===== config.mk =====
export PLATFORM = sky130hd
export DESIGN_NAME = trap_sequencer
export DESIGN_NICKNAME = d
export VERILOG_FILES = /design/src/rtl/trap_pkg.sv /design/src/rtl/trap_ctx.sv /design/src/rtl/trap_fsm.sv /design/src/rtl/trap_sequencer.sv
export SDC_FILE = /design/constraint.sdc
export NUM_CORES = 1
export LEC_CHECK = 0
export ABC_AREA = 0
export BUFFER_PORTS_ARGS = -buffer_cell sky130_fd_sc_hd__buf_2
export CAP_MARGIN = 10
export CORE_ASPECT_RATIO = 1.5
export CORE_MARGIN = 2
export CORE_UTILIZATION = 55
export DETAILED_ROUTE_END_ITERATION = 10
export GPL_TIMING_DRIVEN = 0
export PLACE_DENSITY = 0.91
export REMOVE_ABC_BUFFERS = 1
export SLEW_MARGIN = 20
export SYNTH_ARGS = -nofsm -noshare
export SYNTH_HDL_FRONTEND = slang
export SYNTH_SLANG_ARGS = --single-unit

===== constraint.sdc =====
create_clock -name clk -period 7.2 [get_ports clk]
set_input_delay 0.72 -clock clk [delete_from_list [all_inputs] [get_ports clk]]
set_output_delay 0.72 -clock clk [all_outputs]
set_load 0.05 [all_outputs]

===== src/rtl/trap_pkg.sv =====
package trap_pkg;
  localparam int unsigned WORD_W  = 16;
  localparam int unsigned SUP_BIT = 15;
  localparam int unsigned IIP_BIT = 14;

  typedef logic [WORD_W-1:0] word_t;

  typedef enum logic [2:0] {
    ST_IDLE    = 3'd0,
    ST_PUSH_PC = 3'd1,
    ST_PUSH_FL = 3'd2,
    ST_VEC     = 3'd3,
    ST_POP_FL  = 3'd4,
    ST_POP_PC  = 3'd5,
    ST_FIN     = 3'd6
  } seq_state_e;

  typedef enum logic [1:0] {
    SP_HOLD = 2'd0,
    SP_DEC  = 2'd1,
    SP_INC  = 2'd2
  } sp_op_e;

  typedef struct packed {
    logic   pc_ld;
    word_t  pc_val;
    logic   fl_ld;
    word_t  fl_val;
    sp_op_e ssp_op;
    sp_op_e usp_op;
  } ctx_cmd_t;

  // slot a push writes into (full-descending)
  function automatic word_t push_slot(word_t sp);
    return sp - word_t'(1);
  endfunction

  // pointer value after a pop
  function automatic word_t pop_next(word_t sp);
    return sp + word_t'(1);
  endfunction

  function automatic word_t vector_slot(word_t base, word_t sel, int unsigned idx_w);
    word_t mask;
    mask = word_t'((32'd1 << idx_w) - 32'd1);
    return base + (sel & mask);
  endfunction

  function automatic word_t enter_flags(word_t fl);
    word_t r;
    r = fl;
    r[SUP_BIT] = 1'b1;
    r[IIP_BIT] = 1'b1;
    return r;
  endfunction

  function automatic word_t clear_iip(word_t fl);
    word_t r;
    r = fl;
    r[IIP_BIT] = 1'b0;
    return r;
  endfunction

  function automatic word_t apply_sp(word_t sp, sp_op_e op);
    case (op)
      SP_DEC:  return push_slot(sp);
      SP_INC:  return pop_next(sp);
      default: return sp;
    endcase
  endfunction
endpackage


===== src/rtl/trap_ctx.sv =====
module trap_ctx
  import trap_pkg::*;
#(
  parameter word_t PC_RST  = 16'h0040,
  parameter word_t FL_RST  = 16'h0005,
  parameter word_t SSP_RST = 16'h0200,
  parameter word_t USP_RST = 16'h0100
) (
  input  logic     clk,
  input  logic     rst_n,
  input  ctx_cmd_t cmd,
  output word_t    pc_q,
  output word_t    fl_q,
  output word_t    ssp_q,
  output word_t    usp_q
);
  always_ff @(posedge clk or negedge rst_n) begin
    if (!rst_n) begin
      pc_q  <= PC_RST;
      fl_q  <= FL_RST;
      ssp_q <= SSP_RST;
      usp_q <= USP_RST;
    end else begin
      if (cmd.pc_ld) pc_q <= cmd.pc_val;
      if (cmd.fl_ld) fl_q <= cmd.fl_val;
      ssp_q <= apply_sp(ssp_q, cmd.ssp_op);
      usp_q <= apply_sp(usp_q, cmd.usp_op);
    end
  end
endmodule


===== src/rtl/trap_fsm.sv =====
module trap_fsm
  import trap_pkg::*;
#(
  parameter word_t       VEC_BASE = 16'h0300,
  parameter int unsigned IDX_W    = 8
) (
  input  logic     clk,
  input  logic     rst_n,
  input  logic     swi_go,
  input  logic     rti_go,
  input  word_t    r0_val,
  input  word_t    pc_q,
  input  word_t    fl_q,
  input  word_t    ssp_q,
  input  word_t    usp_q,
  input  word_t    mem_rdata,
  input  logic     mem_rdy,
  output logic     mem_req,
  output logic     mem_we,
  output word_t    mem_addr,
  output word_t    mem_wdata,
  output ctx_cmd_t cmd,
  output logic     busy,
  output logic     done,
  output logic     ev_pc_push,
  output logic     ev_fl_push,
  output logic     ev_vec_rd,
  output logic     ev_fl_pop,
  output logic     ev_pc_pop
);
  seq_state_e state_q, state_d;
  word_t      idx_q;
  logic       sup;

  assign sup = fl_q[SUP_BIT];

  always_ff @(posedge clk or negedge rst_n) begin
    if (!rst_n) begin
      state_q <= ST_IDLE;
      idx_q   <= '0;
    end else begin
      state_q <= state_d;
      if (state_q == ST_IDLE && swi_go) idx_q <= r0_val;
    end
  end

  always_comb begin
    state_d   = state_q;
    cmd       = '0;
    mem_req   = 1'b0;
    mem_we    = 1'b0;
    mem_addr  = '0;
    mem_wdata = '0;
    case (state_q)
      ST_IDLE: begin
        if (swi_go) begin
          state_d = ST_PUSH_PC;
        end else if (rti_go) begin
          cmd.fl_ld  = 1'b1;
          cmd.fl_val = clear_iip(fl_q);
          state_d    = ST_POP_FL;
        end
      end
      ST_PUSH_PC: begin
        mem_req   = 1'b1;
        mem_we    = 1'b1;
        mem_addr  = push_slot(sup ? ssp_q : usp_q);
        mem_wdata = pc_q;
        if (mem_rdy) begin
          if (sup) cmd.ssp_op = SP_DEC;
          else     cmd.usp_op = SP_DEC;
          state_d = ST_PUSH_FL;
        end
      end
      ST_PUSH_FL: begin
        mem_req   = 1'b1;
        mem_we    = 1'b1;
        mem_addr  = push_slot(ssp_q);
        mem_wdata = fl_q;
        if (mem_rdy) begin
          cmd.ssp_op = SP_DEC;
          cmd.fl_ld  = 1'b1;
          cmd.fl_val = enter_flags(fl_q);
          state_d    = ST_VEC;
        end
      end
      ST_VEC: begin
        mem_req  = 1'b1;
        mem_addr = vector_slot(VEC_BASE, idx_q, IDX_W);
        if (mem_rdy) begin
          cmd.pc_ld  = 1'b1;
          cmd.pc_val = mem_rdata;
          state_d    = ST_FIN;
        end
      end
      ST_POP_FL: begin
        mem_req  = 1'b1;
        mem_addr = ssp_q;
        if (mem_rdy) begin
          cmd.fl_ld  = 1'b1;
          cmd.fl_val = mem_rdata;
          cmd.ssp_op = SP_INC;
          state_d    = ST_POP_PC;
        end
      end
      ST_POP_PC: begin
        mem_req  = 1'b1;
        mem_addr = sup ? ssp_q : usp_q;
        if (mem_rdy) begin
          cmd.pc_ld  = 1'b1;
          cmd.pc_val = mem_rdata;
          if (sup) cmd.ssp_op = SP_INC;
          else     cmd.usp_op = SP_INC;
          state_d = ST_FIN;
        end
      end
      ST_FIN:  state_d = ST_IDLE;
      default: state_d = ST_IDLE;
    endcase
  end

  assign busy       = (state_q != ST_IDLE);
  assign done       = (state_q == ST_FIN);
  assign ev_pc_push = (state_q == ST_PUSH_PC) && mem_rdy;
  assign ev_fl_push = (state_q == ST_PUSH_FL) && mem_rdy;
  assign ev_vec_rd  = (state_q == ST_VEC)     && mem_rdy;
  assign ev_fl_pop  = (state_q == ST_POP_FL)  && mem_rdy;
  assign ev_pc_pop  = (state_q == ST_POP_PC)  && mem_rdy;
endmodule


===== src/rtl/trap_sequencer.sv =====
module trap_sequencer
  import trap_pkg::*;
#(
  parameter word_t       VEC_BASE = 16'h0300,
  parameter int unsigned IDX_W    = 8,
  parameter word_t       PC_RST   = 16'h0040,
  parameter word_t       FL_RST   = 16'h0005,
  parameter word_t       SSP_RST  = 16'h0200,
  parameter word_t       USP_RST  = 16'h0100
) (
  input  logic        clk,
  input  logic        rst_n,
  input  logic        swi_go,
  input  logic        rti_go,
  input  logic [15:0] r0_val,
  output logic        mem_req,
  output logic        mem_we,
  output logic [15:0] mem_addr,
  output logic [15:0] mem_wdata,
  input  logic [15:0] mem_rdata,
  input  logic        mem_rdy,
  output logic        busy,
  output logic        done,
  output logic [15:0] pc_out,
  output logic [15:0] fl_out,
  output logic [15:0] ssp_out,
  output logic [15:0] usp_out
);
  ctx_cmd_t cmd;
  logic ev_pc_push, ev_fl_push, ev_vec_rd, ev_fl_pop, ev_pc_pop;

  trap_ctx #(
    .PC_RST (PC_RST),
    .FL_RST (FL_RST),
    .SSP_RST(SSP_RST),
    .USP_RST(USP_RST)
  ) ctx_i (
    .clk  (clk),
    .rst_n(rst_n),
    .cmd  (cmd),
    .pc_q (pc_out),
    .fl_q (fl_out),
    .ssp_q(ssp_out),
    .usp_q(usp_out)
  );

  trap_fsm #(
    .VEC_BASE(VEC_BASE),
    .IDX_W   (IDX_W)
  ) fsm_i (
    .clk       (clk),
    .rst_n     (rst_n),
    .swi_go    (swi_go),
    .rti_go    (rti_go),
    .r0_val    (r0_val),
    .pc_q      (pc_out),
    .fl_q      (fl_out),
    .ssp_q     (ssp_out),
    .usp_q     (usp_out),
    .mem_rdata (mem_rdata),
    .mem_rdy   (mem_rdy),
    .mem_req   (mem_req),
    .mem_we    (mem_we),
    .mem_addr  (mem_addr),
    .mem_wdata (mem_wdata),
    .cmd       (cmd),
    .busy      (busy),
    .done      (done),
    .ev_pc_push(ev_pc_push),
    .ev_fl_push(ev_fl_push),
    .ev_vec_rd (ev_vec_rd),
    .ev_fl_pop (ev_fl_pop),
    .ev_pc_pop (ev_pc_pop)
  );
endmodule


[Yosys cells after proc, flatten, opt, wreduce, memory -nomap -nowiden]
Index checks and enable logic that the tools add are counted.
Storage, ports and cells
  flip-flop bits (word level): 75
  input port bits: 37
  output and inout port bits: 100
  logic and storage cells: 71
Cells by class
  add/subtract/negate cells: 6
  eq/ne operators: 17
  multiplexer cells: 29
  reduce and logical (&&, ||, !) cells: 11
Operators by type and width (number)
  one-hot mux 16 bit (2 select lines): 3
  one-hot mux 16 bit (5 select lines): 1
  2-to-1 mux 17 bit: 4
  one-hot mux 17 bit (3 select lines): 1
  subtractor 16 x 1 -> 16 bit (second input constant): 3
  2-to-1 mux 19 bit: 2
  adder 16 x 1 -> 16 bit (second input constant): 2
  2-to-1 mux 3 bit: 6
  2-to-1 mux 16 bit: 1
  one-hot mux 3 bit (5 select lines): 1
  adder 10 x 8 -> 11 bit (first input constant): 1
  equality test 3 bit (second input constant): 3
  2-to-1 mux 4 bit: 2
  != test 2 bit (second input constant): 4
  one-hot mux 2 bit (4 select lines): 1
  equality test 3 x 2 -> 1 bit (second input constant): 2
  != test 3 bit (second input constant): 2
  AND reduction 5 bit: 1
  OR reduction 5 bit: 1
  equality test 2 x 1 -> 1 bit (second input constant): 2
  equality test 2 bit (second input constant): 2
  2-to-1 mux 1 bit: 4
  2-to-1 mux 2 bit: 2
  one-hot mux 2 bit (2 select lines): 1
  9 further kinds: 11

[Longest topological paths before layout]
Gate-level depths: netlist (run 1).
  depth after elaboration: 5
  gate-level depth with buffers: 15
  mapped depth without buffers: 12

[Modules after synthesis]
Synthesis (run 1) repeated with hierarchy kept, for this count alone.
Second synthesis, totals
  cells, all modules: 682
  area, all modules: 6124.6 µm²
By module, submodules not included
  trap_ctx: instances 1, cells each 394, area an instance 3970.1 µm², sequential area each 1607.8 µm²
  trap_fsm: instances 1, cells each 288, area an instance 2154.6 µm², sequential area each 275.3 µm²

[Worst setup path after synthesis (run 1)]
OpenSTA, ideal clock, no wires.
  path type: reg-to-output
  from: register ctx_i.fl_q[15]
  to: output port mem_addr[10]
  arrival: 3432 ps
  required time: 6480 ps
  slack: 3048 ps
  cell stages (with the launch flop): 10
  path buffers: 3
  path through: dfrtp_1 buf_2 buf_2 buf_2 mux2i_1 ha_1 o221ai_1 nor2_1 xnor2_1 o21ai_0
Between the ends
  word-level cells in the longest chain between the ends: 3
RTL lines
  from (decl): RTL line trap_ctx.sv:13  | output word_t fl_q,
  from (signal assigned): RTL line trap_ctx.sv:25  | if (cmd.fl_ld) fl_q <= cmd.fl_val;
  2-to-1 mux 16 bit (*): RTL line trap_fsm.sv:67, trap_fsm.sv:108
  subtractor 16 x 1 -> 16 bit: RTL line trap_pkg.sv:35  | return sp - word_t'(1);
  one-hot mux 16 bit (5 select lines) (*): RTL line trap_fsm.sv:54  | case (state_q)
  to (decl): RTL line trap_sequencer.sv:18  | output logic [15:0] mem_addr,
Every way passes the cells marked *; elsewhere a longest branch is shown, timed or not.

[Worst setup path in the final report (run 1)]
  from: register fsm_i.state_q[0]
  to: register ctx_i.usp_q[13]
Between the ends
  word-level cells in the longest chain between the ends: 4
  elaborated cells between the ends (all ways): 7
  classes of those cells: eq/ne (4); mux (2); reduce/logical (1)
RTL lines
  from (decl): RTL line trap_fsm.sv:31  | seq_state_e state_q, state_d;
  from (signal assigned): RTL line trap_fsm.sv:42  | state_q <= state_d;
  equality test 3 bit / equality test 3 x 1 -> 1 bit (equally long branches)
  one-hot mux 2 bit (2 select lines) (*): RTL line trap_fsm.sv:54
  equality test 2 bit / equality test 2 x 1 -> 1 bit (equally long branches): RTL line trap_pkg.sv:65  | case (op)
  one-hot mux 16 bit (2 select lines) / nonzero test 2 bit (equally long branches)
  to (signal assigned): RTL line trap_ctx.sv:27  | usp_q <= apply_sp(usp_q, cmd.usp_op);
  to (decl): RTL line trap_ctx.sv:15  | output word_t usp_q
Marks and branches as above.
A chain may end at the register's enable or synchronous reset.

==> results.yml, run 1 <==
worst_setup_path:
  critPathKind: "flip-flop to flip-flop"
  start_kind: "flip-flop"
  arrival_ns: 4.99
  crit_fanout: 24
  r2r_slack_ns: 2.39
  cp-startpoint: "fsm_i.state_q[0]"
  r2r_start: "fsm_i.state_q[0]"
  end_kind: "flip-flop"
  required_ns: 7.38
routing:
  drt_iter0_markers: 609
  wl_um: 15830
  num_vias: 5376
  wl_per_cell_um: 18.82
  postRouteAntennaNets: 0
  drcViolationCount: 17
  dr.pass1.iters: 11
  viasPerCell: 6.392
yosys:
  ys_seq_area_frac: 0.3411
  synth_edf_count: 0
  ys.flop_type: "dfrtp_1"
  yosysMostFrequentCell: "dfrtp_1"
  yosysWarnings: 0
  synth_area_leaders: "dfrtp_1 32%, mux2_2 8.2%, ha_1 4.5%, xor2_1 4.0%, mux2i_1 3.8%"
  avgSynthCellArea_um2: 8.790
  synth.distinct_cells: 66
  netlist_instances: 628
  netlist.top_cell.by_area: "dfrtp_1"
  synth_top_cell_area_share: 0.3173
  syn-cell-area_um2: 5520
  ys_top_cells_by_count: "70 x dfrtp_1, 56 x nor2_1, 43 x clkbuf_1"
  async_reset_ff_frac: 1.000
  synth-seq-cells: 75
cts:
  ctsHoldBuffers: 0
  cts-root-buf: "clkbuf_16"
  clkLatencyLatePin_ns: 0.34
  post_cts_resized: 0
  clockBufferDepth: 2
  htreeDepth: 3
  path_clk_slew_ns: 0.06
  cts_made_buffers: 9
  cts.sinks: 75
  cts_tree: "done"
  post_cts_buffers: 0
timing:
  tightestPinTransition_ns: 1.114
  min_period_over_period: 0.6683
  fin_crit_ns: 4.812
  slew_viol_final: 0
  rsz0062_at_grt: "no"
  max_freq_ghz: 0.2078
  totalNegativeSetupSlack_ns: 0
  setup_viol: 0
  slew_headroom: 0.2560
  hold_viol: 0
  finalClockSkew_ns: 0.003536
global_routing:
  grt_overflow: 0
  antenna_found_initial: 0
  grt_usage: 0.2925
  grt_max_degree: 55
  grt_first_pass_wirelength_um: 25360
  grt_pass1_vias: 5266
final_layout:
  diodes: 0
  drive_above_1_share: 0.2837
  n_fill_cell: 785
  multi_input_area_um2: 3383
  nNetsFinal: 779
  syn_to_final_growth_pct: 17.20
  regArea_um2: 1886
  utilization: 0.6640
place:
  place.gp.congestion: 0.9715
  place_hpwl_um: 11580
  numPortBuffers: 128
min_path:
  hold_path_class: "input port to async pin"
floorplanning:
  die_x_um: 85.80
  coreArea_um2: 9744
  die_y_um: 126.7
  start_util: 0.5665
  dieArea_um2: 10870
  rows: 44
  ioPinCount: 137
flow_run:
  max-cap-violations: 0
status:
  status: "complete, but fails checks"
  violations: "DRC"
-- path summary, 6_finish.rpt --
check	end	depth (start not counted)
hold / removal	fsm_i.idx_q[4]	1
setup reg to reg	ctx_i.usp_q[13]	12
hold reg to reg	fsm_i.idx_q[0]	1
min in group clk	fsm_i.idx_q[0]	1
max in group asynchronous	ctx_i.fl_q[0]	2
setup / recovery	ctx_i.usp_q[13]	12
-- state kept, by name, indices dropped and copies added (netlist names) --
| signal | cells |
|---|---|
| ctx_i.usp_q | 16 |
| ctx_i.ssp_q | 16 |
| ctx_i.fl_q | 16 |
| ctx_i.pc_q | 16 |
| fsm_i.idx_q | 8 |
| fsm_i.state_q | 3 |
-- cells by family (layout without fill, tap and decap cells) --
group,count (synthesis),after routing,synth area share
flip-flops,75,75,0.3411
AND/OR/NAND/NOR,190,190,0.1682
XOR/XNOR,47,47,0.07457
multiplexers,61,61,0.1197
buffers and inverters,71,169,0.04918
AO/OA/AOI/OAI,163,163,0.1983
adder cells (fa/ha/maj),21,21,0.04896
-- metal layers --
layer	vias to the layer above	part of all wire	routed length (um)	track usage
li1	2466	-	-	-
met1	2587	0.38	5952	0.3312
met2	267	0.51	8117	0.5097
met3	56	0.063	1003	0.05010
met4	0	0.048	756	0.1699
met5	-	0	0	0
-- final cells by class --
class,instances,share of cell area
clock inverter,4,0.003868
clock buffer,12,0.03964
timing repair buffer,131,0.1071
sequential,75,0.2914
multi-input combinational,482,0.5229
inverter,22,0.01276
tap,115,0.02224
-- cell usage in the layout (no fill, tap or decap), drive strengths merged, types with 5 or more instances in the layout --
master | netlist | layout
a22oi | 5 | 5
mux2 | 40 | 40
a31oi | 6 | 6
xor2 | 25 | 25
nand2 | 42 | 42
ha | 20 | 20
a21o | 6 | 6
nand4 | 9 | 9
nor2b | 9 | 9
buf | 6 | 131
a21oi | 41 | 41
nand3 | 13 | 13
nand2b | 9 | 9
nor3 | 23 | 23
o211ai | 5 | 5
xnor2 | 22 | 22
nor3b | 5 | 5
clkbuf | 43 | 12
a211oi | 6 | 6
mux2i | 21 | 21
o21ai | 43 | 43
or3 | 7 | 7
dfstp | 5 | 5
nor2 | 56 | 56
dfrtp | 70 | 70
a22o | 16 | 16
inv | 22 | 22
-- metrics by stage --
step / area [um^2] / hold WS [ns] / setup slack, ns / cells
finish: 6470 / 0.2744 / 2.388 / 841
global route: 6470 / 0.2936 / 2.156 / 841
CTS: 6460 / 0.2805 / 2.430 / 841
detailed placement: 6178 / 0.5023 / 2.435 / 825
global placement: 6116 / 0.4945 / 2.668 / 822
floorplan: 5331 / 0.4244 / 2.966 / 579
-- worst max-delay path, stage by stage, from the launching register on --
cell and delay [ns]:
dfrtp_1 0.92, nand2b_1 0.33, or2_2 0.44, or3_1 0.34
ha_1 0.29, inv_1 0.49, ha_1 0.39, a21o_1 0.17
a21oi_1 0.43, a41oi_1 0.28, a41oi_1 0.31, xor2_1 0.16
o21ai_0 0.09
Power of run 1 is not shown: default switching activity piles up to over one toggle a cycle in this logic, so the estimate is an artifact.
==> inputs of run 2 (changes only) <==
--- a/config.mk
+++ b/config.mk
@@ -5,7 +5,7 @@
 export SDC_FILE = /design/constraint.sdc
 export NUM_CORES = 1
 export LEC_CHECK = 0
-export ABC_AREA = 0
+export ABC_AREA = 1
 export BUFFER_PORTS_ARGS = -buffer_cell sky130_fd_sc_hd__buf_2
 export CAP_MARGIN = 10
 export CORE_ASPECT_RATIO = 1.5
@@ -13,7 +13,7 @@
 export CORE_UTILIZATION = 55
 export DETAILED_ROUTE_END_ITERATION = 10
 export GPL_TIMING_DRIVEN = 0
-export PLACE_DENSITY = 0.91
+export PLACE_DENSITY = 0.9
 export REMOVE_ABC_BUFFERS = 1
 export SLEW_MARGIN = 20
 export SYNTH_ARGS = -nofsm -noshare
==> constraint.sdc (replaced) <==
create_clock -name clk -period 5 [get_ports clk]
set_input_delay 0.5 -clock clk [delete_from_list [all_inputs] [get_ports clk]]
set_output_delay 0.5 -clock clk [all_outputs]
set_load 0.05 [all_outputs]
==> results.yml, run 2 <==
status:
  status: "complete, no violations"
floorplanning:
  start_util: 0.5591
  dieArea_um2: 12000
  coreArea_um2: 10940
  die_x_um: 90.10
  die_y_um: 133.2
  rows: 47
  ioPinCount: 137
routing:
  wl_per_cell_um: 15.27
  dr.pass1.iters: 5
  drt_iter0_markers: 584
  drcViolationCount: 0
  viasPerCell: 5.609
  num_vias: 6636
  wl_um: 18060
  postRouteAntennaNets: 0
worst_setup_path:
  crit_family: "simple AND/OR/NAND/NOR gates"
  cpMaxStageDelayCell: "nor2_1"
  arrival_ns: 4.51
  crit_fanout: 22
  crit_chain: "nand2_1 -> nor2_1 -> inv_1 -> nor3_1 -> a21oi_1 -> ha_1 -> inv_1 -> o21ai_0 -> a21oi_1 -> xor2_1 -> inv_1"
  start_kind: "flip-flop"
  critPathKind: "flip-flop to flip-flop"
  end_kind: "flip-flop"
  cpPeakStageDelay_ns: 0.79
  path_buf_inv: 3
  crit_top_cell: "inv_1"
  required_ns: 5.24
timing:
  setup_viol: 0
  fin_crit_ns: 4.267
  slew_headroom: 0.3082
  max_freq_ghz: 0.2344
  rsz0062_at_grt: "no"
  finalClockSkew_ns: 0.006989
  totalNegativeSetupSlack_ns: 0
  hold_viol: 0
  slew_viol_final: 0
  tightestPinTransition_ns: 1.034
  min_period_over_period: 0.8534
yosys:
  synth_top_cell_area_share: 0.2864
  ys.flop_type: "dfrtp_1"
  async_reset_ff_frac: 1.000
  avgSynthCellArea_um2: 6.569
  syn-cell-area_um2: 6116
  yosysMostFrequentCell: "nand2_1"
  synth-seq-cells: 75
  synth_area_leaders: "dfrtp_1 29%, nand2_1 18%, inv_1 8.1%, nand3_1 6.9%, o22ai_1 5.2%"
  ys_top_cells_by_count: "293 x nand2_1, 132 x inv_1, 84 x nand3_1"
  synth_edf_count: 0
  netlist_instances: 931
  synth.distinct_cells: 46
  ys_seq_area_frac: 0.3079
  netlist.top_cell.by_area: "dfrtp_1"
  yosysWarnings: 0
global_routing:
  grt_usage: 0.3039
  grt_max_degree: 55
  grt_pass1_vias: 6320
  use_met1: 0.3496
  antenna_found_initial: 0
  grt_overflow: 0
  top_usage_layer: "met2"
  grt.met2_usage: 0.5480
  grtUsageMet3: 0.03846
  grt_first_pass_wirelength_um: 29530
cts:
  post_cts_buffers: 0
  htreeDepth: 3
  clockBufferDepth: 2
  cts.sinks: 75
  post_cts_resized: 0
  path_clk_slew_ns: 0.07
  cts_tree: "done"
  ctsHoldBuffers: 0
  cts-root-buf: "clkbuf_16"
  clkLatencyLatePin_ns: 0.35
  cts_made_buffers: 9
final_layout:
  nNetsFinal: 1089
  layout_common_cells: "293 x nand2_1, 132 x inv_1, 127 x buf_2"
  layout_commonest_cell: "nand2_1"
  diodes: 0
  drive_above_1_share: 0.1921
  n_fill_cell: 1038
  syn_to_final_growth_pct: 14.89
place:
  place.gp.congestion: 0.9398
  numPortBuffers: 128
  place_hpwl_um: 13240
flow_run:
  max-cap-violations: 0
min_path:
  hold_path_class: "input port to async pin"
## run 2: cell types whose count changed in the layout (fill, tap and decap cells not counted), sizes merged, moves of 17 or more
| cell | change |
|---|---|
| nand2 | +263 |
| inv | +124 |
| nand3 | +73 |
| o22ai | +48 |
| mux2 | -40 |
| mux2i | -21 |
| a21oi | -19 |
| xnor2 | -17 |
## run 2: per-stage QoR
step | hold WS [ns] | cells | util | instance area (um^2) | worst slack [ns]
floorplan | 0.2044 | 891 | - | 5872 | 1.112
global placement | 0.4641 | 1166 | 0.6122 | 6696 | 0.8846
detailed placement | 0.4153 | 1167 | 0.6151 | 6728 | 0.8430
CTS | 0.04020 | 1183 | 0.6424 | 7027 | 0.8185
global route | 0.04904 | 1183 | 0.6424 | 7027 | 0.4315
finish | 0.03096 | 1183 | 0.6424 | 7027 | 0.7332
## run 2: cell type report
| cell class | instances | area, um^2 | area share |
|---|---|---|---|
| tap | 147 | 183.9 | 0.02618 |
| multi-input combinational | 676 | 3461 | 0.4925 |
| inverter | 140 | 528.0 | 0.07514 |
| sequential | 75 | 1884 | 0.2682 |
| timing repair buffer | 129 | 670.6 | 0.09544 |
| clock buffer | 9 | 225.2 | 0.03205 |
| clock inverter | 7 | 73.82 | 0.01051 |
## run 2: kinds of logic after synthesis
kind of cell,count (synthesis),synth area share
AOI/OAI and AO/OA,145,0.1428
xor gates and xnor gates,17,0.02434
adders and majority gates,21,0.04419
buffers and inverters,180,0.1262
DFF,75,0.3079
and+or+nand+nor,493,0.3545
## run 2: layer usage
metal  vias to the layer above  share of wire
met5                         -              0
met4                         0          0.046
met3                        74          0.063
met2                       344           0.51
met1                      3015           0.38
li1                       3203              -
## run 2: final timing paths
path,start,to,slack [ns],cells past startpoint
worst max-delay path,fsm_i.state_q[0],ctx_i.ssp_q[4],0.73,11
worst min-delay path,rst_n,fsm_i.idx_q[4],0.03,1
worst max register to register,fsm_i.state_q[0],ctx_i.ssp_q[4],0.73,11
worst min register to register,fsm_i.idx_q[1],fsm_i.idx_q[1],0.48,2
max in group asynchronous,rst_n,ctx_i.usp_q[8],4.34,2
min in group clk,r0_val[7],fsm_i.idx_q[7],0.35,3
Power of run 2 is left out for the same reason.
==> inputs of run 3 (changes only) <==
--- a/config.mk
+++ b/config.mk
@@ -6,14 +6,14 @@
 export NUM_CORES = 1
 export LEC_CHECK = 0
 export ABC_AREA = 1
-export BUFFER_PORTS_ARGS = -buffer_cell sky130_fd_sc_hd__buf_2
 export CAP_MARGIN = 10
 export CORE_ASPECT_RATIO = 1.5
 export CORE_MARGIN = 2
 export CORE_UTILIZATION = 55
 export DETAILED_ROUTE_END_ITERATION = 10
+export DONT_BUFFER_PORTS = 1
 export GPL_TIMING_DRIVEN = 0
-export PLACE_DENSITY = 0.9
+export PLACE_DENSITY = 0.79
 export REMOVE_ABC_BUFFERS = 1
 export SLEW_MARGIN = 20
 export SYNTH_ARGS = -nofsm -noshare
==> results.yml, run 3 (synthesized netlist as in run 2, its figures left out) <==
worst_setup_path:
  critPathKind: "flip-flop to flip-flop"
  crit_end: "ctx_i.ssp_q[4]"
  cp-startpoint: "fsm_i.state_q[0]"
  r2r_start: "fsm_i.state_q[0]"
  crit_fanout: 22
  start_kind: "flip-flop"
  arrival_ns: 4.61
  end_kind: "flip-flop"
  required_ns: 5.24
  r2r_cells: 11
  rr_endpoint: "ctx_i.ssp_q[4]"
  r2r_slack_ns: 0.63
global_routing:
  grt_overflow: 0
  grt_max_degree: 73
  antenna_found_initial: 0
  grt_first_pass_wirelength_um: 28850
  grt_usage: 0.2984
  grt_pass1_vias: 5910
timing:
  totalNegativeSetupSlack_ns: 0
  fin_crit_ns: 4.373
  hold_viol: 0
  max_freq_ghz: 0.2287
  tightestPinTransition_ns: 1.190
  rsz0062_at_grt: "no"
  min_period_over_period: 0.8746
  hold_slack_ns: 0.03535
  slew_viol_final: 0
  finalClockSkew_ns: 0.008395
  setup_viol: 0
  slew_headroom: 0.2059
place:
  numPortBuffers: 0
  place.gp.congestion: 0.9855
  place_hpwl_um: 12760
  place_inst: 1039
final_layout:
  n_fill_cell: 1103
  regArea_um2: 1884
  layout_common_cells: "293 x nand2_1, 132 x inv_1, 84 x nand3_1"
  layout_commonest_cell: "nand2_1"
  syn_to_final_growth_pct: 5.053
  multi_input_area_um2: 3466
  diodes: 0
  drive_above_1_share: 0.08022
  final_cells: 1057
  nNetsFinal: 963
min_path:
  hold_path_class: "input port to async pin"
cts:
  cts_made_buffers: 9
  ctsHoldBuffers: 2
  clockBufferDepth: 2
  post_cts_resized: 0
  clkLatencyLatePin_ns: 0.35
  htreeDepth: 3
  cts-root-buf: "clkbuf_16"
  post_cts_buffers: 0
  cts_tree: "done"
  cts.sinks: 75
  path_clk_slew_ns: 0.07
routing:
  dr.pass1.iters: 5
  drt_iter0_markers: 374
  wl_um: 17760
  num_vias: 6115
  postRouteAntennaNets: 0
  viasPerCell: 5.785
  wl_per_cell_um: 16.80
  drcViolationCount: 0
floorplanning:
  start_util: 0.5591
  dieArea_um2: 12000
  rows: 47
  ioPinCount: 137
  coreArea_um2: 10940
  die_y_um: 133.2
  die_x_um: 90.10
status:
  status: "complete, no violations"
flow_run:
  max-cap-violations: 0
## run 3: worst min-delay path by stage
stage,from,to,slack (ns),cells past startpoint
finish,rst_n,fsm_i.state_q[1],0.04,1
global route,rst_n,fsm_i.idx_q[3],0.06,1
CTS,rst_n,fsm_i.state_q[1],0.05,1
detailed placement,rst_n,ctx_i.ssp_q[0],0.21,0
global placement,rst_n,fsm_i.idx_q[6],0.21,0
floorplan,rst_n,ctx_i.fl_q[10],0.20,0
## run 3: through the flow
stage | util | setup slack, ns | instance area, um^2
after floorplan | - | 1.112 | 5872
after global placement | 0.5536 | 0.6620 | 6056
after detailed placement | 0.5561 | 0.7055 | 6082
after CTS | 0.5874 | 0.7375 | 6425
after global routing | 0.5874 | 0.3543 | 6425
final | 0.5874 | 0.6270 | 6425
## run 3: worst max-delay path: stages (launching register included)
cell,delay [ns]
dfrtp_1,0.62
nand2_1,0.13
nor2_1,0.87
inv_1,0.70
nor3_1,0.33
a21oi_1,0.11
ha_1,0.39
inv_1,0.55
o21ai_0,0.19
a21oi_1,0.17
xor2_1,0.15
inv_1,0.05
## run 3: routing by layer
metal	wire, um	track usage
met1	6701	0.3349
met2	9351	0.5426
met3	1040	0.05430
met4	663	0.1436
met5	0	0
## run 3: layout make-up
class,instances,area share
multi-input combinational,676,0.5394
sequential,75,0.2933
inverter,140,0.08218
clock buffer,9,0.03505
tap,147,0.02863
clock inverter,7,0.01246
timing repair buffer,3,0.008958
Power of run 3 is left out for the same reason.
